<file path="src/rtl/vadd_pkg.sv">
package vadd_pkg;

    localparam int ELEMS  = 256;
    localparam int WORD_W = 32;
    localparam int ADDR_W = $clog2(ELEMS);

    typedef logic [ADDR_W-1:0] idx_t;
    typedef logic [WORD_W-1:0] word_t;

    typedef enum logic {
        MODE_RD = 1'b0,
        MODE_WR = 1'b1
    } mode_e;

    // read request tag: travels with an element down the pipeline
    typedef struct packed {
        logic vld;
        idx_t idx;
    } tag_t;

    // write-back record: element index plus its sum
    typedef struct packed {
        logic  vld;
        idx_t  idx;
        word_t sum;
    } wr_t;

    function automatic word_t wrap_add(input word_t x, input word_t y);
        return x + y;
    endfunction

endpackage

</file>
<file path="src/rtl/vadd_issue.sv">
module vadd_issue
    import vadd_pkg::*;
#(
    parameter int N = ELEMS
) (
    input  logic clk,
    input  logic rst,
    output tag_t rd_tag
);

    localparam idx_t LAST = idx_t'(N - 1);

    idx_t idx;
    logic run;

    always_ff @(posedge clk) begin
        if (rst) begin
            idx <= '0;
            run <= 1'b1;
        end else if (run) begin
            if (idx == LAST) begin
                run <= 1'b0;
            end else begin
                idx <= idx + 1'b1;
            end
        end
    end

    assign rd_tag = '{vld: run, idx: idx};

    AST_ISSUE_STEP: assert property (@(posedge clk) disable iff (rst)
        (!$past(rst) && $past(run) && run) |-> (idx == $past(idx) + 1'b1));

endmodule

</file>
<file path="src/rtl/vadd_sum.sv">
module vadd_sum
    import vadd_pkg::*;
(
    input  logic  clk,
    input  logic  rst,
    input  tag_t  in_tag,
    input  word_t a_rd,
    input  word_t b_rd,
    output wr_t   wr
);

    tag_t data_tag;   // element whose read data is on a_rd/b_rd this cycle

    always_ff @(posedge clk) begin
        if (rst) begin
            data_tag <= '0;
            wr       <= '0;
        end else begin
            data_tag <= in_tag;
            wr.vld   <= data_tag.vld;
            wr.idx   <= data_tag.idx;
            wr.sum   <= wrap_add(a_rd, b_rd);
        end
    end

    AST_WR_LATENCY: assert property (@(posedge clk) disable iff (rst)
        (!$past(rst) && !$past(rst, 2)) |->
        ((wr.vld == $past(in_tag.vld, 2)) &&
         (!wr.vld || wr.idx == $past(in_tag.idx, 2))));

endmodule

</file>
<file path="src/rtl/vadd_wb.sv">
module vadd_wb
    import vadd_pkg::*;
#(
    parameter int N = ELEMS
) (
    input  logic  clk,
    input  logic  rst,
    input  wr_t   wr,
    output idx_t  wb_addr,
    output word_t wb_data,
    output mode_e wb_mode,
    output logic  ready
);

    localparam idx_t LAST = idx_t'(N - 1);

    always_ff @(posedge clk) begin
        if (rst) begin
            ready <= 1'b0;
        end else if (wr.vld && wr.idx == LAST) begin
            ready <= 1'b1;
        end
    end

    assign wb_addr = wr.idx;
    assign wb_data = wr.sum;
    assign wb_mode = wr.vld ? MODE_WR : MODE_RD;

    AST_READY_HOLD: assert property (@(posedge clk) disable iff (rst)
        ready |=> ready);

    AST_QUIET_DONE: assert property (@(posedge clk) disable iff (rst)
        ready |-> (wb_mode == MODE_RD));

endmodule

</file>
<file path="src/rtl/vadd_engine.sv">
module vadd_engine
    import vadd_pkg::*;
(
    input  logic              clk,
    input  logic              rst,
    output logic              ready,
    output logic [ADDR_W-1:0] a0_addr,
    output logic [WORD_W-1:0] a0_wdata,
    input  logic [WORD_W-1:0] a0_rdata,
    output logic              a0_mode,
    output logic [ADDR_W-1:0] b_addr,
    output logic [WORD_W-1:0] b_wdata,
    input  logic [WORD_W-1:0] b_rdata,
    output logic              b_mode,
    output logic [ADDR_W-1:0] a1_addr,
    output logic [WORD_W-1:0] a1_wdata,
    output logic              a1_mode
);

    tag_t  rd_tag;
    wr_t   wr;
    mode_e wb_mode;

    vadd_issue #(.N(ELEMS)) u_issue (
        .clk    (clk),
        .rst    (rst),
        .rd_tag (rd_tag)
    );

    vadd_sum u_sum (
        .clk    (clk),
        .rst    (rst),
        .in_tag (rd_tag),
        .a_rd   (a0_rdata),
        .b_rd   (b_rdata),
        .wr     (wr)
    );

    vadd_wb #(.N(ELEMS)) u_wb (
        .clk     (clk),
        .rst     (rst),
        .wr      (wr),
        .wb_addr (a1_addr),
        .wb_data (a1_wdata),
        .wb_mode (wb_mode),
        .ready   (ready)
    );

    assign a0_addr  = rd_tag.idx;
    assign b_addr   = rd_tag.idx;
    assign a0_mode  = MODE_RD;
    assign b_mode   = MODE_RD;
    assign a0_wdata = '0;
    assign b_wdata  = '0;
    assign a1_mode  = (wb_mode == MODE_WR);

    AST_NO_RAW_CLASH: assert property (@(posedge clk) disable iff (rst)
        (a1_mode && rd_tag.vld) |-> (a1_addr != rd_tag.idx));

endmodule

</file>
<file path="config.mk">
export PLATFORM = sky130hd
export DESIGN_NAME = vadd_engine
export DESIGN_NICKNAME = d
export VERILOG_FILES = /design/src/rtl/vadd_pkg.sv /design/src/rtl/vadd_issue.sv /design/src/rtl/vadd_sum.sv /design/src/rtl/vadd_wb.sv /design/src/rtl/vadd_engine.sv
export SDC_FILE = /design/constraint.sdc
export NUM_CORES = 1
export LEC_CHECK = 0
export BUFFER_PORTS_ARGS = -buffer_cell sky130_fd_sc_hd__buf_2
export CAP_MARGIN = 20
export CORE_MARGIN = 3
export CORE_UTILIZATION = 49
export DETAILED_ROUTE_END_ITERATION = 10
export PLACE_DENSITY_LB_ADDON = 0.12
export SKIP_LAST_GASP = 1
export SLEW_MARGIN = 25
export SYNTH_ARGS = -nofsm -noshare
export SYNTH_HDL_FRONTEND = slang
export SYNTH_HIERARCHICAL = 1
export SYNTH_SLANG_ARGS = --single-unit
export TNS_END_PERCENT = 1
</file>
<file path="constraint.sdc">
create_clock -name clk -period 3.53 [get_ports clk]
set_clock_uncertainty 0.1 [all_clocks]
set_input_delay 0.706 -clock clk [delete_from_list [all_inputs] [get_ports clk]]
set_output_delay 0.706 -clock clk [all_outputs]
set_load 0.02 [all_outputs]
</file>
# == After elaboration in Yosys (flattened, before gate mapping) ==
# Cells that the tools add are included.
# totals
regBits,60
inputBits,66
out_inout_bits,124
elab_cells,18
# op_classes
addsub,2
eq_ne,2
mux,3
bitwise_logic,1
reduce_logical,2
# op_table
operator,count
$add A32 B32 Y32,1
$eq A8 B8 Y1 const B,2
$add A8 B1 Y8 const B,1
$mux W1,3
$reduce_and A2 Y1,1
$logic_and A1 B1 Y1,1
$not A1 Y1,1

# == Longest topological paths before layout ==
# Gate-level depths: netlist of run 1.
# logic_depth
word_depth,3
mapped_depth,8
ltp_nobuf,8

# == Hierarchy ==
# The synthesis of run 1 kept the hierarchy.
# by_module_without_submodules
mod,instances,cells_per_inst,area_each_um2,seq_area_each_um2
vadd_sum,1,365,3199.3,1001.0
vadd_engine,1,75,559.3,0.0
vadd_issue,1,48,411.6,180.2
vadd_wb,1,47,359.1,20.0

# == Worst setup path after synthesis of run 1 ==
# Ideal clock, no wire load.
# synth_timing
kind,input-to-reg
start,in a0_rdata[0]
end,reg u_sum/wr[24] (netlist name)
setup_time_ps,121
t_arrival_ps,2705
required_time_ps,3309
slack_ps,604
path_stages,8
n_path_buf,0
cell_sequence,ha_1 -> fa_1 -> a21o_2 -> a221o_1 -> a21o_4 -> a31oi_4 -> o21bai_2 -> mux2_4
# synth_between
elab_chain_cells,1
# synth_rtl
item,line_no,text
from (decl),vadd_engine.sv:9,"input logic [WORD_W-1:0] a0_rdata,"
$add A32 B32 Y32,vadd_pkg.sv:29,return x + y;
# Every way passes these cells.
# A chain may end at the register's enable or synchronous reset.

# == Worst setup path after layout of run 1 ==
# layout_timing
start,in a0_rdata[0]
end,reg u_sum/wr[24] (netlist name)
# layout_between
elab_chain_cells,1
# layout_rtl
item,line_no
$add A32 B32 Y32,vadd_pkg.sv:29
# Every way passes these cells.

==> results by group, run 1 <==
Outcome
  • Outcome: completed

Hold path
  • Worst-case hold path end point: u_sum/wr[39]
  • Hold path cells: 1
  • Worst hold path startpoint: u_sum/data_tag[7]
  • Hold/Removal Path Class: reg2reg

Logic synthesis
  • Top cells by count, synth: buf_4 (116), dfxtp_1 (60), nor2_1 (38)
  • Cell taking the most area after synthesis: dfxtp_1
  • Synthesized instance count: 535
  • Ys flop type: dfxtp_1
  • Post-synthesis cell area: 4530 sq um
  • Most common cell in the synthesized netlist: buf_4
  • Yosys synthesis warning count: 6
  • Netlist cell types: 67
  • Sequential fraction of the synthesis area: 0.265
  • Post-synthesis average cell area: 8.47 sq um
  • Number of synthesized register bits: 60
  • Count of flip-flops with a built-in enable after synthesis: 0
  • Synth async-reset ratio: 0
  • Area share of the largest cell type after synthesis: 0.265
  • Top area cells in the synthesized netlist: dfxtp_1 (27%), buf_4 (19%), ha_1 (8.8%), a21oi_1 (4.1%), nor2b_1 (3.6%)

Power and ir drop
  • Worst-case vdd ir drop: 170 uV
  • Power Total: 2.02 mW
  • Leakage: 2.35 nW
  • Total power divided by cell area: 421 nW/um^2

Clocking
  • CTS H-tree lvls: 3
  • CTS tree: done
  • Clock Tree Root: clkbuf_8
  • Count of hold-fix buffers inserted at cts: 0
  • Clock slew seen by the registers of the worst setup and hold paths: 0.07 ns
  • Num Clock Sinks: 60
  • Buffers inserted during post-CTS setup optimization: 0
  • TritonCTS Buffers: 9
  • Buffers from clock root to sink, at most: 2
  • Post-CTS sizing: 0
  • Clock latency of the later-clocked register in the worst-skew pair: 0.34 ns

Detailed routing
  • Overall via count from detail_route: 3693
  • Routed vias/inst: 5.14
  • Count of nets left with antenna violations after detail routing: 0
  • Number of DRC markers in iteration 0: 189
  • Total Wirelength: 10000 microns
  • Residual DRC count: 0
  • Detailed-router iteration count before antenna repair: 4
  • DR WL/cell: 13.9 microns

Worst setup path
  • Endpoint of the worst register-to-register path: u_issue/idx[6]
  • Delay of the slowest cell on the worst path: 0.42 ns
  • Required time of the worst setup path: 3.65 ns
  • Startpoint Class: input port
  • Chain of cells forming the critical path: buf_2 > ha_1 > fa_1 > a21o_2 > a221o_1 > a21o_4 > a31oi_4 > o21bai_2 > mux2_4
  • Crit path max-delay cell type: fa_1
  • Data arrival, critical path: 2.98 ns
  • Internal reg-to-reg setup slack: 1.91 ns
  • Kind of capture point of the worst setup path: flip-flop
  • Critical path startpoint: a0_rdata[0]
  • Worst reg2reg path startpoint: u_issue/idx[0]
  • Cell count of the worst reg-to-reg path: 5
  • Type of the worst setup path: in2reg
  • Worst Path Max Fanout: 6

Finish
  • ANT cells: 0
  • Fraction of layout instances using a drive strength above 1: 0.269
  • Post-synthesis to final-layout area growth: 6.13%
  • Nets: 704
  • Non-Filler Instances: 718

Global route
  • Largest net degree at the start of global routing: 45
  • Gr usage total: 0.183
  • Number of global-route vias before repair: 3185
  • GR Overflow Total: 0
  • Wire length of the first global-routing pass: 15100 microns
  • Number of antenna violations at the first check in global routing: 0

Floorplanning
  • Initial cell density of the core: 0.512
  • Height of the die: 102 microns
  • Width of the chip: 102 microns
  • Die ar.: 10400 sq um
  • Floorplan Core Area: 8850 sq um
  • Num ports: 190
  • Number of rows created at floorplan: 34

Timing
  • Worst path setup slack after routing: 0.666 ns
  • Total count of hold-check failures in the final report: 0
  • Number of setup violations in the final report: 0
  • Setup tns final: 0 ns
  • Worst Max-Slew Pin Slew: 0.753 ns
  • Final slew viol count: 0
  • FMAX: 0.349 GHz
  • Shortest period the worst path allows: 2.86 ns
  • Setup repair after global routing missed its margin: false
  • Fin crit share: 0.811
  • Worst relative slew slack: 0.498

Placed design
  • Placer congestion estimate: 0.836
  • Total of buffers placed on input and output ports: 123
  • # placed instances: 702
  • Placed wire-length estimate after detailed placement: 7910 microns
  • Setup Slack @ Placement: 0.330 ns

Flow run
  • Number of max-cap violations: 0
-- per-stage QoR --
stage / area, sq um / utilization / hold slack (ns)
final: 4810 / 0.543 / 0.335
after detailed placement: 4610 / 0.521 / 0.323
after floorplan: 4770 / - / 0.314
after global routing: 4810 / 0.543 / 0.354
after CTS: 4810 / 0.543 / 0.333
after global placement: 4610 / 0.521 / 0.329
-- area by class of cell --
| cell class | count | area, sq um |
|---|---|---|
| fill | 867 | 4040 |
| multi-input combinational | 405 | 2630 |
| sequential | 60 | 1200 |
| timing repair buffer | 125 | 631 |
| tap | 108 | 135 |
| clock buffer | 9 | 124 |
| clock inverter | 7 | 75.1 |
| inverter | 4 | 15.0 |
-- registers in the layout, summed over array words and instances, names as in the netlist --
register        count
u_sum/wr           41
u_wb/ready          1
u_sum/data_tag      9
u_issue/idx         8
u_issue/run         1
-- worst max-delay path: cells and delay by family --
family                   cells  cell delay (ns)
AO/OA/AOI/OAI                5             1.22
adder cells (fa/ha/maj)      2             0.65
buffers and inverters        1             0.10
multiplexers                 1             0.29
-- power by group --
part	switching (mW)	internal [mW]
Combinational	0.407	0.233
Sequential	0.0202	0.734
Clock	0.298	0.329
-- cells by family after synthesis --
family | count (synthesis) | synth area share
AO/OA/AOI/OAI | 129 | 0.208
XOR/XNOR | 17 | 0.0329
adder cells (fa/ha/maj) | 33 | 0.0928
buffers and inverters | 135 | 0.209
flip-flops | 60 | 0.265
multiplexers | 5 | 0.0138
other | 1 | 0.000828
AND/OR/NAND/NOR | 155 | 0.178
-- per-layer routing --
layer | global-route usage | wire, microns | share of wire | vias to the layer above
li1 | - | - | - | 1854
met4 | 0.0515 | 73 | 0.0073 | 0
met5 | 0 | 0 | 0 | -
met2 | 0.299 | 4630 | 0.46 | 146
met1 | 0.244 | 4570 | 0.46 | 1689
met3 | 0.0403 | 727 | 0.073 | 4
-- worst max-delay path by stage --
stage / to / slack, ns / cells past startpoint
2_1_floorplan: u_sum/wr[24] / 0.60 / 8
3_3_place_gp: u_sum/wr[24] / 0.36 / 9
3_5_place_dp: u_sum/wr[24] / 0.33 / 9
4_1_cts: u_sum/wr[24] / 0.69 / 9
5_1_grt: u_sum/wr[30] / 0.57 / 9
6_report: u_sum/wr[24] / 0.67 / 9
-- cells in the final DEF (no fill, tap or decap), types with 10 or more instances in the layout --
master and count:
nand2_1 26, nor2b_1 26, a21oi_1 37, buf_2 123, a21o_1 17, nor3_1 10
ha_1 32, conb_1 66, dfxtp_1 60, o21ai_0 15, nor2_1 38, nand3_1 15
(Power assumes the default switching activity.)
==> run 2: changes to the inputs <==
--- a/config.mk
+++ b/config.mk
@@ -5,10 +5,11 @@
 export SDC_FILE = /design/constraint.sdc
 export NUM_CORES = 1
 export LEC_CHECK = 0
+export ABC_AREA = 1
 export BUFFER_PORTS_ARGS = -buffer_cell sky130_fd_sc_hd__buf_2
 export CAP_MARGIN = 20
 export CORE_MARGIN = 3
-export CORE_UTILIZATION = 49
+export CORE_UTILIZATION = 46
 export DETAILED_ROUTE_END_ITERATION = 10
 export PLACE_DENSITY_LB_ADDON = 0.12
 export SKIP_LAST_GASP = 1
==> constraint.sdc (replaced) <==
create_clock -name clk -period 2.6 [get_ports clk]
set_clock_uncertainty 0.1 [all_clocks]
set_input_delay 0.52 -clock clk [delete_from_list [all_inputs] [get_ports clk]]
set_output_delay 0.52 -clock clk [all_outputs]
set_load 0.02 [all_outputs]
==> run 2 against run 1 <==
  * Design area is 14% higher
  * Register-to-register slack worse by 0.84 ns
  * Wire length is 16% higher
  * Final cell count is 47% higher
  * Die area is 20% higher
  * Combinational power is 38% higher
  * First-iteration DRC count stayed put
  * Clock-buffer cell count stayed put
  * Critical path type unchanged
==> results by group, run 2 <==
Detailed routing
  • Total Wirelength: 11600 microns (+16%)
  • Number of DRC markers in iteration 0: 189 (unchanged)
  • DR WL/cell: 11.0 microns (-21%)
  • Residual DRC count: 0 (unchanged)
  • Overall via count from detail_route: 4616 (+25%)
  • Routed vias/inst: 4.38 (-15%)
  • Count of nets left with antenna violations after detail routing: 0 (unchanged)
  • Detailed-router iteration count before antenna repair: 4 (unchanged)

Finish
  • Post-synthesis to final-layout area growth: 6.38%
  • Fraction of layout instances using a drive strength above 1: 0.199 (-0.0699)
  • Most common cell after layout, fill and taps aside: nand2_1
  • ANT cells: 0 (unchanged)
  • Nets: 1009 (+43%)
  • Registers with the highest flip-flop counts: u_sum/wr x41, u_sum/data_tag x9, u_issue/idx x8
  • Flip-flop count of the largest register, all copies and words added: 41 (unchanged)
  • Largest register by flop count: u_sum/wr
  • Number of fill cells: 1189 (+37%)
  • Commonest cells after routing, fill and taps aside: nand2_1 (233), inv_1 (137), buf_2 (123), nor2_1 (94), conb_1 (66)

Clocking
  • Num Clock Sinks: 60 (unchanged)
  • CTS H-tree lvls: 3 (unchanged)
  • Clock latency of the later-clocked register in the worst-skew pair: 0.34 ns (about the same)
  • Count of hold-fix buffers inserted at cts: 0 (unchanged)
  • Clock slew seen by the registers of the worst setup and hold paths: 0.08 ns (about the same)
  • CTS tree: done
  • Clock Tree Root: clkbuf_8
  • TritonCTS Buffers: 9 (unchanged)
  • Buffers inserted during post-CTS setup optimization: 0 (unchanged)
  • Post-CTS sizing: 0 (unchanged)
  • Buffers from clock root to sink, at most: 2 (unchanged)

Global route
  • Wire length of the first global-routing pass: 19000 microns (+25%)
  • Largest net degree at the start of global routing: 29 (-36%)
  • Number of antenna violations at the first check in global routing: 0 (unchanged)
  • GR Overflow Total: 0 (unchanged)
  • Number of global-route vias before repair: 4061 (+28%)
  • Global-route layer with the greatest usage: met2
  • Gr usage total: 0.185 (+0.00151)
  • Met3 Track Usage GR: 0.0451 (+0.00484)
  • Met2 demand-to-capacity share in global routing: 0.310 (+0.0108)
  • Met1 capacity usage during global routing: 0.243 (-0.00123)

Timing
  • Setup tns final: 0 ns (unchanged)
  • Shortest period the worst path allows: 2.04 ns
  • Number of setup violations in the final report: 0 (unchanged)
  • FMAX: 0.490 GHz
  • Total count of hold-check failures in the final report: 0 (unchanged)
  • Fin crit share: 0.786
  • Setup repair after global routing missed its margin: false
  • Final slew viol count: 0 (unchanged)
  • Final Hold Slack: 0.290 ns (-0.0444 ns)
  • Worst path setup slack after routing: 0.558 ns (-0.109 ns)

Logic synthesis
  • Synth async-reset ratio: 0 (unchanged)
  • Area share of the largest cell type after synthesis: 0.233 (-0.0322)
  • Netlist cell types: 32 (-52%)
  • Cell taking the most area after synthesis: dfxtp_1
  • Most common cell in the synthesized netlist: nand2_1
  • Sequential fraction of the synthesis area: 0.233 (-0.0322)
  • Synthesized instance count: 831 (+55%)
  • Post-synthesis average cell area: 6.20 sq um (-27%)
  • Number of synthesized register bits: 60 (unchanged)
  • Top area cells in the synthesized netlist: dfxtp_1 (23%), buf_4 (17%), nand2_1 (17%), inv_1 (10%), ha_1 (7.8%)
  • Top cells by count, synth: nand2_1 (233), inv_1 (137), buf_4 (117)
  • Ys flop type: dfxtp_1
  • Post-synthesis cell area: 5150 sq um (+14%)
  • Count of flip-flops with a built-in enable after synthesis: 0 (unchanged)
  • Yosys synthesis warning count: 6 (unchanged)

Flow run
  • Number of max-cap violations: 0 (unchanged)

Floorplanning
  • Height of the die: 112 microns (+9.5%)
  • Number of rows created at floorplan: 38 (+12%)
  • Initial cell density of the core: 0.473 (-0.0384)
  • Width of the chip: 112 microns (+9.5%)
  • Floorplan Core Area: 10900 sq um (+23%)
  • Die ar.: 12500 sq um (+20%)
  • Num ports: 190 (unchanged)

Worst setup path
  • Data arrival, critical path: 2.18 ns (-0.80 ns)
  • Delay of the slowest cell on the worst path: 0.48 ns (+0.06 ns)
  • Buffers & Inverters on Critical Path: 1 (unchanged)
  • Crit path max-delay cell type: fa_1
  • Cell repeated most along the worst path: nand3_1
  • Worst Path Max Fanout: 4 (-2)
  • Type of the worst setup path: in2reg
  • Startpoint Class: input port
  • Crit path max-delay family: adder cells
  • Required time of the worst setup path: 2.74 ns (-0.91 ns)
  • Chain of cells forming the critical path: buf_2 > ha_1 > fa_1 > nand3_1 > nand3_1 > nand2_1 > nand3_1 > a21oi_1 > and2_0 > nor2_1
  • Kind of capture point of the worst setup path: flip-flop

Power and ir drop
  • Total power divided by cell area: 488 nW/um^2 (+16%)
  • Worst-case vdd ir drop: 279 uV (+65%)
  • Power Total: 2.68 mW (+32%)
  • Leakage: 3.31 nW (+41%)

Hold path
  • Hold/Removal Path Class: reg2reg

Placed design
  • Setup Slack @ Placement: 0.225 ns (-0.105 ns)
  • Placed wire-length estimate after detailed placement: 9730 microns (+23%)
  • Placer congestion estimate: 0.875 (+4.7%)
  • Total of buffers placed on input and output ports: 123 (unchanged)

Outcome
  • Outcome: completed
-- run 2: changes by cell type after synthesis, sizes merged, moves of 7 or more --
cell	delta
nor2	+63
o211ai	-9
o21ai	-8
a21o	-18
nor2b	-26
nand3	+25
nand2	+225
inv	+136
xnor2	-7
xor2	-8
-- run 2: per-stage QoR --
stage          area, sq um   util  instances
3_5_place_dp          5300  0.487       1039
2_1_floorplan         5400      -        896
5_1_grt               5480  0.504       1055
4_1_cts               5480  0.504       1055
3_3_place_gp          5300  0.487       1039
6_report              5480  0.504       1055
-- run 2: cell type report --
class | instances | area, sq um | area share
repair buffers | 126 | 638 | 0.116
multi-input cells | 571 | 2760 | 0.502
clock inverters | 7 | 57.6 | 0.0105
clock buffers | 9 | 124 | 0.0226
inverters | 142 | 533 | 0.0972
flip-flops and latches | 60 | 1200 | 0.219
well taps | 140 | 175 | 0.0319
-- run 2: worst reg2reg max path: stages (launching register included) --
cell     delay (ns)
dfxtp_1        0.51
ha_1           0.27
nand3_1        0.13
nor2_2         0.17
nand3_1        0.12
nor2_1         0.10
nor2_1         0.04
-- run 2: power by group --
group | switching (mW) | total [mW] | internal (mW)
registers | 0.0271 | 1.01 | 0.986
clock network | 0.421 | 0.781 | 0.360
logic | 0.600 | 0.882 | 0.281
total | 1.05 | 2.68 | 1.63
-- run 2: path summary, 6_finish.rpt --
check	from	endpoint	slack (ns)	cells past startpoint
worst max-delay path	a0_rdata[0]	u_sum/wr[16]	0.56	10
worst min-delay path	u_sum/data_tag[8]	u_sum/wr[40]	0.29	2
worst max register to register	u_issue/idx[0]	u_issue/idx[6]	1.07	6
worst min register to register	u_sum/data_tag[8]	u_sum/wr[40]	0.29	2
-- run 2: layer usage --
layer | up-vias | wire length, microns
li1 | 2486 | -
met1 | 1988 | 5390
met2 | 138 | 5370
met3 | 4 | 790
met4 | 0 | 62
met5 | - | 0
-- run 2: cells by family after synthesis --
logic type / count (synthesis) / share of synthesized area
other: 1 / 0.000727
adder cells (fa/ha/maj): 33 / 0.0816
AO/OA/AOI/OAI: 61 / 0.0648
XOR/XNOR: 2 / 0.00340
AND/OR/NAND/NOR: 409 / 0.337
buffers and inverters: 265 / 0.280
flip-flops: 60 / 0.233
